==> src/rtl/burst4_pkg.sv <==
package burst4_pkg;

    localparam int BEATS         = 4;
    localparam int BEATS_PER_CYC = 2;

    typedef enum logic [1:0] {
        OP_NOP   = 2'd0,
        OP_WRITE = 2'd1,
        OP_READ  = 2'd2
    } op_e;

    // Classify the command present on the SRAM bus in the current cycle.
    function automatic op_e bus_op(input logic ld_n, input logic rw);
        if (ld_n)
            return OP_NOP;
        return rw ? OP_READ : OP_WRITE;
    endfunction

endpackage

==> src/rtl/b4_cmd_issue.sv <==
module b4_cmd_issue #(
    parameter int AW = 19,
    parameter int BW = 144
) (
    input  logic          clk,
    input  logic          rst,
    input  logic          req_valid,
    input  logic          req_write,
    input  logic [AW-1:0] req_addr,
    input  logic [BW-1:0] req_wdata,
    output logic          req_ready,
    output logic          mem_ld_n,
    output logic          mem_rw,
    output logic [AW-1:0] mem_addr,
    output logic [BW-1:0] wr_payload
);

    logic busy;
    logic take;

    assign req_ready = ~busy;
    assign take      = req_valid & ~busy;

    always_ff @(posedge clk) begin
        if (rst) begin
            busy       <= 1'b0;
            mem_ld_n   <= 1'b1;
            mem_rw     <= 1'b1;
            mem_addr   <= '0;
            wr_payload <= '0;
        end else begin
            busy     <= take;
            mem_ld_n <= ~take;
            if (take) begin
                mem_rw   <= ~req_write;
                mem_addr <= req_addr;
                if (req_write)
                    wr_payload <= req_wdata;
            end
        end
    end


    accept_to_load_chk: assert property (@(posedge clk) disable iff (rst)
        (req_valid && req_ready) |=> (!mem_ld_n && mem_addr == $past(req_addr)
                                      && mem_rw == !$past(req_write)));


    ready_drop_chk: assert property (@(posedge clk) disable iff (rst)
        (req_valid && req_ready) |=> !req_ready);


    cmd_spacing_chk: assert property (@(posedge clk) disable iff (rst)
        !mem_ld_n |=> mem_ld_n);

endmodule

==> src/rtl/b4_wr_beats.sv <==
module b4_wr_beats
    import burst4_pkg::*;
#(
    parameter int DW = 36,
    localparam int BW = BEATS * DW
) (
    input  logic          clk,
    input  logic          rst,
    input  op_e           bus_cmd,
    input  logic [BW-1:0] wr_payload,
    output logic [DW-1:0] mem_d_rise,
    output logic [DW-1:0] mem_d_fall
);

    logic [DW-1:0] lane [BEATS];
    logic          second_pair;

    for (genvar k = 0; k < BEATS; k++) begin : g_lane
        assign lane[k] = wr_payload[k*DW +: DW];
    end

    always_ff @(posedge clk) begin
        if (rst) begin
            second_pair <= 1'b0;
            mem_d_rise  <= '0;
            mem_d_fall  <= '0;
        end else begin
            second_pair <= (bus_cmd == OP_WRITE);
            if (bus_cmd == OP_WRITE) begin
                mem_d_rise <= lane[0];
                mem_d_fall <= lane[1];
            end else if (second_pair) begin
                mem_d_rise <= lane[2];
                mem_d_fall <= lane[3];
            end else begin
                mem_d_rise <= '0;
                mem_d_fall <= '0;
            end
        end
    end

    // a write pair must never start while the second pair of the previous write is out
    wr_pair_gap_chk: assert property (@(posedge clk) disable iff (rst)
        (bus_cmd == OP_WRITE) |=> (bus_cmd != OP_WRITE));

endmodule

==> src/rtl/b4_rd_gather.sv <==
module b4_rd_gather
    import burst4_pkg::*;
#(
    parameter int DW = 36,
    localparam int BW = BEATS * DW
) (
    input  logic          clk,
    input  logic          rst,
    input  op_e           bus_cmd,
    input  logic [DW-1:0] mem_q_rise,
    input  logic [DW-1:0] mem_q_fall,
    output logic          rd_valid,
    output logic [BW-1:0] rd_data
);

    // stage[0]: cycle t+1, stage[1]: t+2, stage[2]: t+3 of a read
    logic [2:0]    stage;
    logic [DW-1:0] part [3];

    always_ff @(posedge clk) begin
        if (rst) begin
            stage    <= '0;
            rd_valid <= 1'b0;
            rd_data  <= '0;
            for (int k = 0; k < 3; k++)
                part[k] <= '0;
        end else begin
            stage    <= {stage[1:0], bus_cmd == OP_READ};
            rd_valid <= stage[2];
            if (stage[0])
                part[0] <= mem_q_fall;
            if (stage[1]) begin
                part[1] <= mem_q_rise;
                part[2] <= mem_q_fall;
            end
            if (stage[2])
                rd_data <= {mem_q_rise, part[2], part[1], part[0]};
        end
    end


    rd_pulse_chk: assert property (@(posedge clk) disable iff (rst)
        rd_valid |=> !rd_valid);


    rd_hold_chk: assert property (@(posedge clk) disable iff (rst)
        !rd_valid |=> (rd_valid || $stable(rd_data)));

endmodule

==> src/rtl/burst4_sram_ctrl.sv <==
module burst4_sram_ctrl
    import burst4_pkg::*;
#(
    parameter int DW = 36,
    parameter int AW = 19,
    localparam int BW = BEATS * DW
) (
    input  logic          clk,
    input  logic          rst,
    input  logic          req_valid,
    output logic          req_ready,
    input  logic          req_write,
    input  logic [AW-1:0] req_addr,
    input  logic [BW-1:0] req_wdata,
    output logic          rd_valid,
    output logic [BW-1:0] rd_data,
    output logic          mem_ld_n,
    output logic          mem_rw,
    output logic [AW-1:0] mem_addr,
    output logic [DW-1:0] mem_d_rise,
    output logic [DW-1:0] mem_d_fall,
    input  logic [DW-1:0] mem_q_rise,
    input  logic [DW-1:0] mem_q_fall
);

    logic [BW-1:0] wr_payload;
    op_e           bus_cmd;

    assign bus_cmd = bus_op(mem_ld_n, mem_rw);

    b4_cmd_issue #(.AW(AW), .BW(BW)) u_issue (
        .clk        (clk),
        .rst        (rst),
        .req_valid  (req_valid),
        .req_write  (req_write),
        .req_addr   (req_addr),
        .req_wdata  (req_wdata),
        .req_ready  (req_ready),
        .mem_ld_n   (mem_ld_n),
        .mem_rw     (mem_rw),
        .mem_addr   (mem_addr),
        .wr_payload (wr_payload)
    );

    b4_wr_beats #(.DW(DW)) u_wr (
        .clk        (clk),
        .rst        (rst),
        .bus_cmd    (bus_cmd),
        .wr_payload (wr_payload),
        .mem_d_rise (mem_d_rise),
        .mem_d_fall (mem_d_fall)
    );

    b4_rd_gather #(.DW(DW)) u_rd (
        .clk        (clk),
        .rst        (rst),
        .bus_cmd    (bus_cmd),
        .mem_q_rise (mem_q_rise),
        .mem_q_fall (mem_q_fall),
        .rd_valid   (rd_valid),
        .rd_data    (rd_data)
    );


    rd_latency_chk: assert property (@(posedge clk) disable iff (rst)
        (!mem_ld_n && mem_rw) |-> ##4 rd_valid);


    nop_idle_chk: assert property (@(posedge clk) disable iff (rst)
        (!req_valid || !req_ready) |=> mem_ld_n);

endmodule

==> config.mk <==
export PLATFORM = sky130hd
export DESIGN_NAME = burst4_sram_ctrl
export DESIGN_NICKNAME = d
export VERILOG_FILES = /design/src/rtl/burst4_pkg.sv /design/src/rtl/b4_cmd_issue.sv /design/src/rtl/b4_wr_beats.sv /design/src/rtl/b4_rd_gather.sv /design/src/rtl/burst4_sram_ctrl.sv
export SDC_FILE = /design/constraint.sdc
export NUM_CORES = 1
export LEC_CHECK = 0
export BUFFER_PORTS_ARGS = -buffer_cell sky130_fd_sc_hd__buf_2
export CAP_MARGIN = 10
export CORE_ASPECT_RATIO = 0.5
export CORE_MARGIN = 2
export CORE_UTILIZATION = 58
export CTS_BUF_LIST = sky130_fd_sc_hd__clkbuf_2
export DETAILED_ROUTE_END_ITERATION = 16
export PLACE_DENSITY = 0.87
export SLEW_MARGIN = 5
export SYNTH_ARGS = -nofsm -noshare
export SYNTH_HDL_FRONTEND = slang
export SYNTH_SLANG_ARGS = --single-unit
==> constraint.sdc <==
create_clock -name clk -period 3.57 [get_ports clk]
set_input_delay 0.5355 -clock clk [delete_from_list [all_inputs] [get_ports clk]]
set_output_delay 0.5355 -clock clk [all_outputs]
set_load 0.02 [all_outputs]
Yosys cells after proc, flatten, opt, wreduce, memory -nomap -nowiden --
Memories as Yosys holds them, arrays and structs flattened. A register that Yosys moved wholly into a read port is not among the register bits. Cells that the tools add are included. W data, S select, Z words.
Cells by class: equality and inequality tests 2, mux-type cells 19, bitwise logic cells 7, reductions and logical operators 1
Operators with widths (number):
- $mux W36 | 7
- $mux W1 | 9
- $mux W2 | 3
- $not A1 Y1 | 3
- $or A1 B1 Y1 | 3
- $eq A2 B1 Y1 const B | 1
- $eq A2 B2 Y1 const B | 1
- $reduce_and A2 Y1 | 1
- $and A1 B1 Y1 | 1
Word-level totals: register bits 387, RAM bits 108, bits of input ports 239, output and inout bits 239, word-level logic and storage cells 41, memories 1
Memories:
- u_rd.part | depth 3, bits a word 36, read ports 3, clocked after memory_dff 3, wr ports 3, line b4_rd_gather.sv:18 | logic [DW-1:0] part [3];

Longest topological paths before layout --
depth after elaboration 4, depth in mapped cells 6, gate-level depth less buffers 3

Hierarchy --
From an unflattened synthesis, not the netlist that was laid out.
Unflattened totals: cell total of the unflattened synthesis 1708, area total of the unflattened synthesis 17695.7 um^2
Modules (own cells, without submodules):
- b4_rd_gather | instances 1, cells each 664, area each 8946.1 um^2, seq. area each 6206.0 um^2
- b4_cmd_issue | instances 1, cells each 718, area each 5723.0 um^2, seq. area each 3323.2 um^2
- b4_wr_beats | instances 1, cells each 324, area each 3009.1 um^2, seq. area each 1461.4 um^2
- burst4_sram_ctrl | instances 1, cells each 2, area each 17.5 um^2, seq. area each 0.0 um^2

Worst setup path after synthesis --
No wires, ideal clock.
kind input -> register, from input port rst, to memory u_rd.part[2][28] (netlist: u_rd.part[0][100]), enable pin, library setup time 0.399 ns, arrival 1.773 ns, required time 3.171 ns, path slack 1.398 ns, cell stages on the path 3, buffers on the path 2, cell sequence buf_4 -> buf_2 -> or2_2
RTL lines:
- start: declaration | line burst4_sram_ctrl.sv:9 | input logic rst,
- end: declaration | line b4_rd_gather.sv:18

Worst setup path in the final report --
from register u_issue.busy, to register u_issue.wr_payload[109]
On the way: cells in the longest elaborated chain, start to end 3
Ends and longest elaborated chain:
- start: declaration | line b4_cmd_issue.sv:18 | logic busy;
- start signal: assignment | line b4_cmd_issue.sv:32 | busy <= take;
- $not A1 Y1 | line b4_cmd_issue.sv:22 | assign take = req_valid & ~busy;
- $and A1 B1 Y1 | line b4_cmd_issue.sv:22
- $reduce_and A2 Y1 (no line)
- end signal: assignment | line b4_cmd_issue.sv:38 | wr_payload <= req_wdata;
- end: declaration | line b4_cmd_issue.sv:15 | output logic [BW-1:0] wr_payload
No other way between the ends. A chain may end at the register's enable or synchronous reset.

==> results.cfg <==
[status]
status = completed

[placement]
placed_cells = 2468
gp_congestion = 0.874
dpl.hpwl_mm = 28.7
preCtsSetupSlack_ns = 1.45
portBuffers = 477

[power]
cellPowerDensity_nw_per_um2 = 443
p_sw_mw = 2.80
p_int_mw = 7.60
power_frac_comb_pct = 8.4
clockPowerShare_pct = 34.1
swShare_pct = 26.9
p_seq_share_pct = 57.4
peakVddDrop_mv = 0.320
leakage_nw = 9.95

[yosys]
yosys.area.top_type = dfxtp_1
syn_avg_cell_area_um2 = 10.1
yosysSeqAreaShare_pct = 63.6
synth_simple_gate_area_share_pct = 17.1
synth_edf_count = 108
synth.area.top_cells = dfxtp_1 45%, edfxtp_1 19%, nand2_1 8.6%
ys_types = 25
yosysWarningCount = 0
synthCells = 1705
synthArstFlopShare_pct = 0
synthMuxAreaShare_pct = 8.35
synth_xor_area_share_pct = 0
synth_top_family_by_area = simple AND/OR/NAND/NOR gates
synth_flop_cell = dfxtp_1
ys_seq_elements = 495
synth.top_cell.area_share_pct = 44.9
synth-compound-area-share_pct = 7.27
syn_nets = 1944
netlist_area_um2 = 17300
synthAdderAreaFrac_pct = 0

[critical_path]
slowest_delay_ns = 0.60
crit_path_cell_trace = and3b_4 > buf_4 > nand2_1 > a21oi_1 > dlygate4sd3_1
slowest_stage = and3b_4
start_kind = register
crit_fanout = 40
cp.arrival_ns = 3.33
worst-path-buf-inv = 2
end_kind = register
critPathKind = register to register
crit_family = buffers and inverters
critPathRequiredTime_ns = 4.48

[timing]
maxSlewHeadroom_pct = 14.4
setup_viol = 0
layout_setup_ws_ns = 1.15
tightest_slew_ns = 1.28
hold_viol = 0
min_period_ns = 2.42
fin_setup_tns_ns = 0
rsz0062_at_grt = no
hold_ws_ns = 0.164
fin_skew_ns = 0.0920
clock.fmax_ghz = 0.413
drv_slew = 0
period_share_pct = 67.8

[cts]
insertion_delay_ns = 1.05
cts_max_path_buffers = 3
htreeDepth = 3
clkTransAtPathRegs_ns = 0.17
cts_root_buffer = clkbuf_2
tritoncts = built
cts_inserted_buffers = 100
cts_setup_buffers = 0
clock_sinks = 495

[detailed_routing]
drt-initial-drc-count = 1638
wirelength_mm = 56.4
drc = 0
via_per_inst = 5.51
wire_per_inst_um = 19.2
vias = 16200
first_pass_iters = 5
antenna_left = 0

[floorplanning]
start_util_pct = 59.3
die-area_um2 = 31300
die_w_um = 248
io_pins = 478
num_rows = 44
die_h_um = 126
core_area_um2 = 29100

[global_route]
grt_pass1_wl_mm = 86.0
antenna_found_initial = 7
grt_pass1_vias = 16400
grt_max_degree = 256
grt_overflow_total = 0
grt_use_total_pct = 35.3

[layout]
area_growth_syn_to_layout_pct = 36.1
drive_gt1_share_pct = 26.8
nets = 2695
final_cells = 2931
fillers = 1602

[min_path]
min_path_type = input port to register

[job]
drv_cap = 0
[final timing paths]
kind / start / slack (ns) / endpoint / cells past startpoint
min: req_write / 0.16 / u_issue.wr_payload[0] / 5
max reg2reg: u_issue.busy / 1.15 / u_issue.wr_payload[109] / 5
min reg2reg: u_issue.wr_payload[4] / 0.43 / u_wr.mem_d_rise[4] / 2
max: u_issue.busy / 1.15 / u_issue.wr_payload[109] / 5
[cells by family (layout without fill, tap and decap cells)]
kind of cell | count (synthesis) | after routing
AOI/OAI and AO/OA | 236 | 236
buffers and inverters | 127 | 954
other | 0 | 8
muxes | 144 | 144
and+or+nand+nor | 703 | 703
DFF | 495 | 495
[per-layer routing]
layer  GRT usage (%)  part of all wire, %
met1            38.8                   36
met2            60.6                   50
met3            7.59                  6.2
met4            26.1                  7.7
met5               0                    0
[repair_timing]
item / 4_1_cts / 5_1_grt
hold buffers: 277 / 0
resized for setup: 0 / 0
endpoints found under the hold margin: 328 / 0
[synthesized netlist by cell type (3+ instances only)]
library cell	n
nand2_1	398
dfxtp_1	387
a21oi_1	215
nor2_1	146
mux2i_1	144
edfxtp_1	108
and2_1	72
nand3_1	72
clkbuf_1	50
buf_2	46
a21oi_2	20
buf_4	12
buf_1	11
buf_6	5
nor2b_1	4
nand2b_1	3
or2_2	3
[tightest hold or removal path: cells and delay by family]
kind	cells	cell delay, ns
buf+inv	2	0.34
compound gates	1	0.05
simple gates	2	0.22
[power by group through the flow]
stage	clock, mW	sequential (mW)	combinational [mW]
floorplan	0	6.10	0.323
global placement	0	6.08	0.581
detailed placement	0	6.09	0.593
CTS	3.49	5.96	0.833
global route	3.90	5.99	0.930
finish	3.55	5.98	0.876
[final cells by class]
class / count / area, um2 / share of cell area, %
sequential: 495 / 11000 / 46.8
multi-input combinational: 1083 / 5670 / 24.1
timing repair buffer: 774 / 5380 / 22.9
clock buffer: 144 / 721 / 3.07
tap: 391 / 489 / 2.08
clock inverter: 34 / 220 / 0.937
antenna: 8 / 20.0 / 0.0852
inverter: 2 / 7.51 / 0.0319
[sequential cells by signal (all words and copies together) (netlist names)]
signal	count
u_issue.mem_rw	1
rd_data	108
u_issue.mem_ld_n	1
u_wr.mem_d_fall	36
u_issue.busy	1
u_wr.mem_d_rise	36
u_rd.stage	3
u_rd.rd_valid	1
u_rd.part	108
u_wr.second_pair	1
u_issue.wr_payload	144
u_issue.mem_addr	19
u_rd.rd_data	36
[stage by stage]
stage	util (%)	instance area (um2)	total power [mW]
2_1_floorplan	-	17300	6.42
3_3_place_gp	67.9	19800	6.66
3_5_place_dp	67.9	19800	6.68
4_1_cts	80.6	23500	10.3
5_1_grt	80.7	23500	10.8
6_report	80.7	23500	10.4
[placed cells by master, fill, tap and decap left out, types with 2 or more instances in the layout]
cell	synthesis	layout
nor2_4	0	2
mux2i_1	144	144
nand3_1	72	72
nand2_1	398	398
dfxtp_1	387	385
clkbuf_2	0	144
buf_4	12	15
clkinv_1	0	24
inv_1	2	2
nor2_1	146	145
a21oi_1	215	215
or2_2	3	2
nor2b_1	4	4
dlygate4sd3_1	0	277
clkinv_2	0	4
edfxtp_1	108	108
and2_1	72	72
nand2b_1	3	3
buf_2	46	476
diode_2	0	8
buf_12	1	5
bufinv_16	0	3
a21oi_2	20	20
(Power assumes the default switching activity.)
